`src/rtl/ispl_pkg.sv`:
```
package ispl_pkg;

   typedef enum logic [2:0] {
      S_RST, S_PFX, S_OPC, S_MRM, S_SIB, S_DSP, S_IMM
   } phase_e;

   typedef enum logic [1:0] {
      OSZ_16 = 2'd0,
      OSZ_32 = 2'd1,
      OSZ_64 = 2'd2
   } osz_e;

   localparam logic [7:0] BYTE_ESC = 8'h0F;
   localparam logic [7:0] BYTE_OSZ = 8'h66;

   function automatic logic is_rex(input logic [7:0] b);
      return b[7:4] == 4'h4;
   endfunction

   function automatic logic is_legacy(input logic [7:0] b);
      case (b)
         8'hF0, 8'hF2, 8'hF3, 8'h26, 8'h2E, 8'h36,
         8'h3E, 8'h64, 8'h65, 8'h66, 8'h67: return 1'b1;
         default:                            return 1'b0;
      endcase
   endfunction

endpackage

```
`src/rtl/ispl_imm_size.sv`:
```
module ispl_imm_size
   import ispl_pkg::*;
#(
   parameter int ICW = 5
)(
   input  osz_e             osz,
   input  logic [3:0]       itype,
   output logic [ICW-1:0]   nbytes
);

   logic [4:0] n;

   // byte count per kind code and operand size
   always_comb begin
      unique case (itype)
         4'd1:    n = 5'd1;
         4'd2:    n = 5'd2;
         4'd3:    n = 5'd4;
         4'd4:    n = 5'd8;
         4'd5:    n = 5'd16;
         4'd6:    n = (osz == OSZ_16) ? 5'd2 : (osz == OSZ_32) ? 5'd4 : 5'd8;
         4'd7:    n = (osz == OSZ_16) ? 5'd2 : 5'd4;
         4'd8:    n = 5'd3;
         4'd9:    n = (osz == OSZ_16) ? 5'd4 : (osz == OSZ_32) ? 5'd6 : 5'd0;
         default: n = 5'd0;
      endcase
   end

   assign nbytes = ICW'(n);

endmodule

```
`src/rtl/ispl_le_acc.sv`:
```
module ispl_le_acc #(
   parameter int NB  = 4,
   parameter int CW  = $clog2(NB + 1)
)(
   input  logic              clk,
   input  logic              rst_n,
   input  logic              clr,
   input  logic              wr,
   input  logic [7:0]        din,
   output logic [NB*8-1:0]   value,
   output logic [CW-1:0]     cnt
);

   logic [7:0]    lane_q [NB];
   logic [CW-1:0] cnt_q;

   always_ff @(posedge clk or negedge rst_n) begin
      if (!rst_n)    cnt_q <= '0;
      else if (clr)  cnt_q <= '0;
      else if (wr)   cnt_q <= cnt_q + CW'(1);
   end

   // each lane takes the byte whose arrival index matches it
   for (genvar k = 0; k < NB; k++) begin : g_lane
      always_ff @(posedge clk or negedge rst_n) begin
         if (!rst_n)                       lane_q[k] <= '0;
         else if (clr)                     lane_q[k] <= '0;
         else if (wr && cnt_q == CW'(k))   lane_q[k] <= din;
      end
      assign value[8*k +: 8] = lane_q[k];
   end

   assign cnt = cnt_q;

   assert_acc_no_overflow_R10: assert property (@(posedge clk) disable iff (!rst_n)
      wr |-> (cnt_q < CW'(NB)));

endmodule

```
`src/rtl/insn_splitter.sv`:
```
module insn_splitter
   import ispl_pkg::*;
#(
   parameter int AW         = 32,
   parameter int LW         = 8,
   parameter int DISP_BYTES = 4,
   parameter int IMM_BYTES  = 16,
   parameter int MAX_ESC    = 2,
   localparam int MW        = $clog2(MAX_ESC + 1)
)(
   input  logic                    clk,
   input  logic                    rst_n,
   input  logic                    byte_vld,
   input  logic [7:0]              byte_in,
   input  logic [AW-1:0]           byte_pc,
   output logic [MW-1:0]           tbl_map,
   input  logic                    tbl_modrm,
   input  logic [3:0]              tbl_itype,
   output logic                    rdy,
   output logic [LW-1:0]           ins_len,
   output logic [7:0]              ins_rex,
   output logic [MW-1:0]           ins_map,
   output logic [7:0]              ins_opc,
   output logic [7:0]              ins_modrm,
   output logic [7:0]              ins_sib,
   output logic [8*DISP_BYTES-1:0] ins_disp,
   output logic [8*IMM_BYTES-1:0]  ins_imm,
   output logic [1:0]              ins_osz
);

   localparam int DCW = $clog2(DISP_BYTES + 1);
   localparam int ICW = $clog2(IMM_BYTES + 1);

   if (DISP_BYTES != 4) begin : g_chk_disp
      $error("DISP_BYTES must be 4");
   end
   if (IMM_BYTES < 16) begin : g_chk_imm
      $error("IMM_BYTES must hold a 16-byte immediate");
   end
   if (LW < 4 || LW > AW) begin : g_chk_len
      $error("LW out of range");
   end
   if (MAX_ESC < 1) begin : g_chk_esc
      $error("MAX_ESC must be at least 1");
   end

   // state
   phase_e          st_q, n_st;
   logic [7:0]      rex_q, opc_q, mrm_q, sib_q;
   logic [7:0]      n_rex, n_opc, n_mrm, n_sib;
   logic            o66_q, n_o66;
   logic [MW-1:0]   map_q, n_map;
   osz_e            osz_q, n_osz;
   logic [ICW-1:0]  ineed_q, n_ineed;
   logic [2:0]      dneed_q, n_dneed;
   logic [AW-1:0]   start_q;
   logic            rdy_q;
   logic [LW-1:0]   len_q;

   // views with the per-instruction wipe applied
   logic            wipe;
   logic [7:0]      c_rex;
   logic            c_o66;
   logic [MW-1:0]   c_map;
   osz_e            c_osz;
   logic [AW-1:0]   c_start;
   logic [AW-1:0]   len_calc;

   logic            take_op, done, wr_d, wr_i;
   logic [2:0]      dsz;
   logic [1:0]      mod;
   logic [ICW-1:0]  op_isz;
   logic [DCW-1:0]  disp_cnt;
   logic [ICW-1:0]  imm_cnt;

   // the first byte of an instruction arrives in the idle phase
   assign wipe = byte_vld && (st_q == S_RST);

   always_comb begin
      c_rex   = wipe ? '0 : rex_q;
      c_o66   = wipe ? 1'b0 : o66_q;
      c_map   = wipe ? '0 : map_q;
      c_start = wipe ? byte_pc : start_q;
      // REX.W outranks the operand-size prefix
      if (c_rex[3])   c_osz = OSZ_64;
      else if (c_o66) c_osz = OSZ_16;
      else            c_osz = OSZ_32;
   end

   assign tbl_map = c_map;

   ispl_imm_size #(.ICW(ICW)) u_isz (
      .osz    (c_osz),
      .itype  (tbl_itype),
      .nbytes (op_isz)
   );

   assign mod = mrm_q[7:6];

   always_comb begin
      n_st    = st_q;
      n_rex   = c_rex;
      n_o66   = c_o66;
      n_map   = c_map;
      n_opc   = wipe ? '0 : opc_q;
      n_mrm   = wipe ? '0 : mrm_q;
      n_sib   = wipe ? '0 : sib_q;
      n_ineed = wipe ? '0 : ineed_q;
      n_dneed = wipe ? '0 : dneed_q;
      n_osz   = wipe ? OSZ_32 : osz_q;
      take_op = 1'b0;
      done    = 1'b0;
      wr_d    = 1'b0;
      wr_i    = 1'b0;
      dsz     = 3'd0;
      if (byte_vld) begin
         unique case (st_q)
            S_RST, S_PFX: begin
               // prefixes keep the machine in the prefix phase
               if (is_rex(byte_in)) begin
                  n_rex = byte_in;
                  n_st  = S_PFX;
               end else if (is_legacy(byte_in)) begin
                  n_st = S_PFX;
                  if (byte_in == BYTE_OSZ) n_o66 = 1'b1;
               end else begin
                  take_op = 1'b1;
               end
            end
            S_OPC: take_op = 1'b1;
            S_MRM: begin
               // displacement size and SIB presence from ModRM
               n_mrm = byte_in;
               if (byte_in[7:6] == 2'd1)                              dsz = 3'd1;
               else if (byte_in[7:6] == 2'd2)                         dsz = 3'd4;
               else if (byte_in[7:6] == 2'd0 && byte_in[2:0] == 3'd5) dsz = 3'd4;
               n_dneed = dsz;
               if (byte_in[7:6] != 2'd3 && byte_in[2:0] == 3'd4) n_st = S_SIB;
               else if (dsz != 3'd0)                             n_st = S_DSP;
               else if (ineed_q != '0)                           n_st = S_IMM;
               else                                              done = 1'b1;
            end
            S_SIB: begin
               n_sib = byte_in;
               if (mod == 2'd0 && byte_in[2:0] == 3'd5) n_dneed = 3'd4;
               if (n_dneed != 3'd0)      n_st = S_DSP;
               else if (ineed_q != '0)   n_st = S_IMM;
               else                      done = 1'b1;
            end
            S_DSP: begin
               wr_d = 1'b1;
               if (DCW'(disp_cnt + DCW'(1)) == DCW'(dneed_q)) begin
                  if (ineed_q != '0) n_st = S_IMM;
                  else               done = 1'b1;
               end
            end
            S_IMM: begin
               // complete only on the last required byte
               wr_i = 1'b1;
               if (ICW'(imm_cnt + ICW'(1)) == ineed_q) done = 1'b1;
            end
            default: n_st = S_RST;
         endcase

         if (take_op) begin
            // escape counting, then phase choice after the opcode
            if (byte_in == BYTE_ESC && c_map < MW'(MAX_ESC)) begin
               n_map = c_map + MW'(1);
               n_st  = S_OPC;
            end else begin
               n_opc   = byte_in;
               n_osz   = c_osz;
               n_ineed = op_isz;
               if (tbl_modrm)            n_st = S_MRM;
               else if (op_isz != '0)    n_st = S_IMM;
               else                      done = 1'b1;
            end
         end

         if (done) n_st = S_RST;
      end
   end

   assign len_calc = byte_pc - c_start + AW'(1);

   always_ff @(posedge clk or negedge rst_n) begin
      if (!rst_n) begin
         st_q    <= S_RST;
         rex_q   <= '0;
         opc_q   <= '0;
         mrm_q   <= '0;
         sib_q   <= '0;
         o66_q   <= 1'b0;
         map_q   <= '0;
         osz_q   <= OSZ_32;
         ineed_q <= '0;
         dneed_q <= '0;
         start_q <= '0;
         rdy_q   <= 1'b0;
         len_q   <= '0;
      end else begin
         rdy_q <= done;
         if (byte_vld) begin
            st_q    <= n_st;
            rex_q   <= n_rex;
            opc_q   <= n_opc;
            mrm_q   <= n_mrm;
            sib_q   <= n_sib;
            o66_q   <= n_o66;
            map_q   <= n_map;
            osz_q   <= n_osz;
            ineed_q <= n_ineed;
            dneed_q <= n_dneed;
            if (wipe) start_q <= byte_pc;
            if (done) len_q   <= LW'(len_calc);
         end
      end
   end

   ispl_le_acc #(.NB(DISP_BYTES), .CW(DCW)) u_disp (
      .clk   (clk),
      .rst_n (rst_n),
      .clr   (wipe),
      .wr    (wr_d),
      .din   (byte_in),
      .value (ins_disp),
      .cnt   (disp_cnt)
   );

   ispl_le_acc #(.NB(IMM_BYTES), .CW(ICW)) u_imm (
      .clk   (clk),
      .rst_n (rst_n),
      .clr   (wipe),
      .wr    (wr_i),
      .din   (byte_in),
      .value (ins_imm),
      .cnt   (imm_cnt)
   );

   assign rdy       = rdy_q;
   assign ins_len   = len_q;
   assign ins_rex   = rex_q;
   assign ins_map   = map_q;
   assign ins_opc   = opc_q;
   assign ins_modrm = mrm_q;
   assign ins_sib   = sib_q;
   assign ins_osz   = osz_q;

   assert_ready_after_byte_R8: assert property (@(posedge clk) disable iff (!rst_n)
      rdy_q |-> $past(byte_vld));

   assert_idle_hold_R9: assert property (@(posedge clk) disable iff (!rst_n)
      !byte_vld |=> ($stable(st_q) && !rdy_q));

   assert_imm_full_R10: assert property (@(posedge clk) disable iff (!rst_n)
      rdy_q |-> (imm_cnt == ineed_q));

   assert_disp_full_R4: assert property (@(posedge clk) disable iff (!rst_n)
      rdy_q |-> (disp_cnt == DCW'(dneed_q)));

   assert_disp_size_R4: assert property (@(posedge clk) disable iff (!rst_n)
      (dneed_q == 3'd0) || (dneed_q == 3'd1) || (dneed_q == 3'd4));

endmodule

```
`config.mk`:
```
export PLATFORM = sky130hd
export DESIGN_NAME = insn_splitter
export DESIGN_NICKNAME = d
export VERILOG_FILES = /design/src/rtl/ispl_pkg.sv /design/src/rtl/ispl_imm_size.sv /design/src/rtl/ispl_le_acc.sv /design/src/rtl/insn_splitter.sv
export SDC_FILE = /design/constraint.sdc
export NUM_CORES = 1
export LEC_CHECK = 0
export ABC_AREA = 1
export BUFFER_PORTS_ARGS = -buffer_cell sky130_fd_sc_hd__buf_2
export CELL_PAD_IN_SITES_DETAIL_PLACEMENT = 0
export CELL_PAD_IN_SITES_GLOBAL_PLACEMENT = 1
export CORE_MARGIN = 2
export CORE_UTILIZATION = 38
export CTS_BUF_LIST = sky130_fd_sc_hd__clkbuf_4 sky130_fd_sc_hd__clkbuf_8
export DETAILED_ROUTE_END_ITERATION = 10
export HOLD_SLACK_MARGIN = 0.02
export PLACE_DENSITY_LB_ADDON = 0.08
export SYNTH_ARGS = -nofsm -noshare
export SYNTH_HDL_FRONTEND = slang
export SYNTH_SLANG_ARGS = --single-unit
```
`constraint.sdc`:
```
create_clock -name clk -period 2.9 [get_ports clk]
set_input_delay 0.145 -clock clk [delete_from_list [all_inputs] [get_ports clk]]
set_output_delay 0.145 -clock clk [all_outputs]
set_load 0.01 [all_outputs]
```
==> metrics.cfg <==
[detailed_routing]
drt_iter0_drc=459
drt-wirelength-per-cell_um=16.7
drt_wl_total_mm=29.0
antenna_left=0
drc=0
vias_per_cell=4.77
dr.pass1.iters=7
num_vias=8304

[clocking]
h-tree-depth=2
cts_buffers=42
clock_latency_ns=0.55
cts_tree=built
cts.sinks=233
cts_buffer_depth=3
clk_pin_slew_ns=0.05
clockRootBuffer=clkbuf_8

[synthesis]
synth_top_area_share_pct=55.4
synth_ff_type=dfrtp_1
yosysTopAreaCell=dfrtp_1
ys_seq_elements=233
syn_area_um2=10500
ys_seq_area_share_pct=55.6
synth_cell_type_count=47
avgSynthCellArea_um2=9.40
async_flop_share_pct=100
synth_edf_count=0
synthCells=1116
synthTopCellsByCount=nand2_1 (260), dfrtp_1 (232), o21ai_0 (172), inv_1 (78), nand3_1 (75)
synth_nets=1188
synth_warnings=0
synthTopCellsByArea=dfrtp_1 (55%), nand2_1 (9.3%), o21ai_0 (8.2%)
yosysMostFrequentCell=nand2_1

[die]
rows=60
fp.coreArea_um2=27000
start_util_pct=38.8
dieWidth_um=170
dieArea_um2=28900
dieHeight_um=170
pin_count=255

[timing]
rsz0062_at_grt=no
fin_crit_ns=2.63
max_freq_mhz=381
clock_skew_ns=0.0258
hold_viol_final=0
finalCritPeriodShare_pct=90.6
worst_pin_slew_ns=0.729
finalSetupViolations=0
relSlewSlack_pct=51.4
fin_tns_setup_ns=0
drv_slew=0

[min_path]
hold_path_class=in -> reg

[worst_setup_path]
start_kind=register
worstPathRequired_ns=3.32
critPathMaxStageDelay_ns=0.42
cp.arrival_ns=3.05
path_common_cell=nand2_1
crit_path_top_delay_cell=dfrtp_2
critical_path.cell_chain=nor2_4 -> nand3_4 -> inv_4 -> or2_2 -> o21ai_0 -> ha_1 -> ha_1 -> a21oi_1 -> o21ai_2 -> nand2_1 -> nand2_1 -> a21oi_1 -> inv_1 -> nand2_1 -> nand2_1 -> nand3_1 -> nand2_1
worst-path-buf-inv=2
end_kind=register
crit_fanout=10
critical_path.top_delay_family=simple AND/OR/NAND/NOR gates
critical_path_class=reg -> reg

[pwr]
swShare_pct=39.6
power_frac_comb_pct=40.2
pwr-share-seq_pct=37.0
p_sw_w=0.00565
p_clk_share_pct=22.8
ir_worst_vdd_v=0.000525
fin_total_pwr_w=0.0143
p_per_area_nw_per_um2=1100
p_leak_nw=6.74
p_int_w=0.00862

[placed_design]
post-dp-hpwl_mm=19.6
gp_congestion=0.784
place.port_buffers=230

[global_route]
grt_pass1_wl_mm=45.6
grt_max_degree=72
antenna_found_initial=0
gr-total-overflow=0
grt.total_usage_pct=20.2
grt_pass1_vias=7991

[finish]
drive_above_1_share_pct=29.3
fin_nets=1444
final.fill_count=2782
synthToLayoutAreaGrowth_pct=23.3
antennaDiodeCount=0

[job]
cap_violations=0

[run_status]
status=finished clean

==> kinds of logic after synthesis <==
family	after synthesis	synth area share [%]
AOI/OAI and AO/OA	255	14.2
xor gates and xnor gates	11	0.919
adders and majority gates	24	2.93
buffers and inverters	149	7.34
DFF	233	55.6
and+or+nand+nor	444	19.0
==> state kept, by name, summed over array words and instances (netlist names) <==
signal        flops
ins_sib           8
o66_q             1
u_imm.value     128
u_imm.cnt         5
ins_map           2
u_disp.value     32
ins_osz           2
ins_len           8
ineed_q           5
u_disp.cnt        3
dneed_q           3
ins_opc           8
start_q           8
st_q              3
ins_modrm         8
ins_rex           8
rdy               1
==> power groups by stage <==
| stage | Sequential (W) | Clock (W) | Combinational (W) |
|---|---|---|---|
| 2_1_floorplan | 0.00585 | 0 | 0.00316 |
| 3_3_place_gp | 0.00531 | 0 | 0.00572 |
| 3_5_place_dp | 0.00533 | 0 | 0.00578 |
| 4_1_cts | 0.00528 | 0.00337 | 0.00582 |
| 5_1_grt | 0.00543 | 0.00350 | 0.00650 |
| 6_report | 0.00528 | 0.00326 | 0.00573 |
==> worst paths after layout <==
check	from	endpoint	slack (ns)	cells past startpoint
min	byte_vld	start_q[1]	0.03	3
max	st_q[0]	ins_len[7]	0.27	17
min reg2reg	ins_len[0]	ins_len[0]	0.47	2
max in group asynchronous	rst_n	u_imm.value[7]	1.89	3
min in group asynchronous	rst_n	u_imm.value[108]	0.14	2
max reg2reg	st_q[0]	ins_len[7]	0.27	17
==> metal layers <==
| metal | vias up | routed length [µm] | track usage (%) |
|---|---|---|---|
| li1 | 4161 | - | - |
| met1 | 3895 | 13100 | 27.1 |
| met2 | 204 | 14000 | 34.0 |
| met3 | 44 | 1280 | 3.30 |
| met4 | 0 | 552 | 5.54 |
| met5 | - | 0 | 0 |
==> per-stage QoR <==
stage	instances	worst slack [ns]	util [%]	area [µm²]	hold slack (ns)
6_report	1740	0.274	47.8	12900	0.0348
5_1_grt	1740	0.0465	47.8	12900	0.0556
4_1_cts	1737	0.111	47.7	12900	0.0398
3_5_place_dp	1648	0.123	43.8	11800	0.143
3_3_place_gp	1648	0.160	43.8	11800	0.147
2_1_floorplan	1116	0.00409	-	10500	-0.151
==> worst register-to-register path: cells and delay by family (launching register included) <==
kind / cells / cell delay [ns]
adders and majority gates: 2 / 0.63
and+or+nand+nor: 9 / 0.76
DFF: 1 / 0.42
buffers and inverters: 2 / 0.17
AOI/OAI and AO/OA: 4 / 0.52
==> cell usage in the layout (no fill, tap or decap), types with 7 or more instances in the layout <==
| cell type | n |
|---|---|
| inv_1 | 77 |
| dlygate4sd3_1 | 18 |
| xor2_1 | 7 |
| dfrtp_1 | 231 |
| ha_1 | 22 |
| nand3_1 | 75 |
| inv_2 | 11 |
| nor2_1 | 56 |
| buf_2 | 229 |
| o21ai_0 | 171 |
| nor2_2 | 9 |
| nand4_1 | 7 |
| clkbuf_4 | 15 |
| clkbuf_8 | 53 |
| nand2_1 | 260 |
| buf_4 | 18 |
| a21oi_4 | 12 |
| a21oi_1 | 24 |
| nand2_2 | 14 |
| o21ai_2 | 10 |
| o21ai_1 | 21 |
==> repair_timing <==
item | 4_1_cts | 5_1_grt
endpoints found under the setup margin | 0 | 1
hold buffers | 18 | 0
setup buffers | 0 | 3
hold endpoints to repair | 100 | 0
gates resized for setup | 0 | 2
==> area by class of cell <==
class                           count  area [µm²]  share of cell area (%)
Tap cell                          341         427                    3.30
Timing Repair Buffer              269        1530                    11.8
Sequential cell                   233        5830                    45.1
Inverter                           92         355                    2.75
Multi-Input combinational cell    734        3900                    30.1
Clock inverter                      3        50.0                   0.387
Clock buffer                       68         842                    6.51
(Power assumes the default switching activity.)
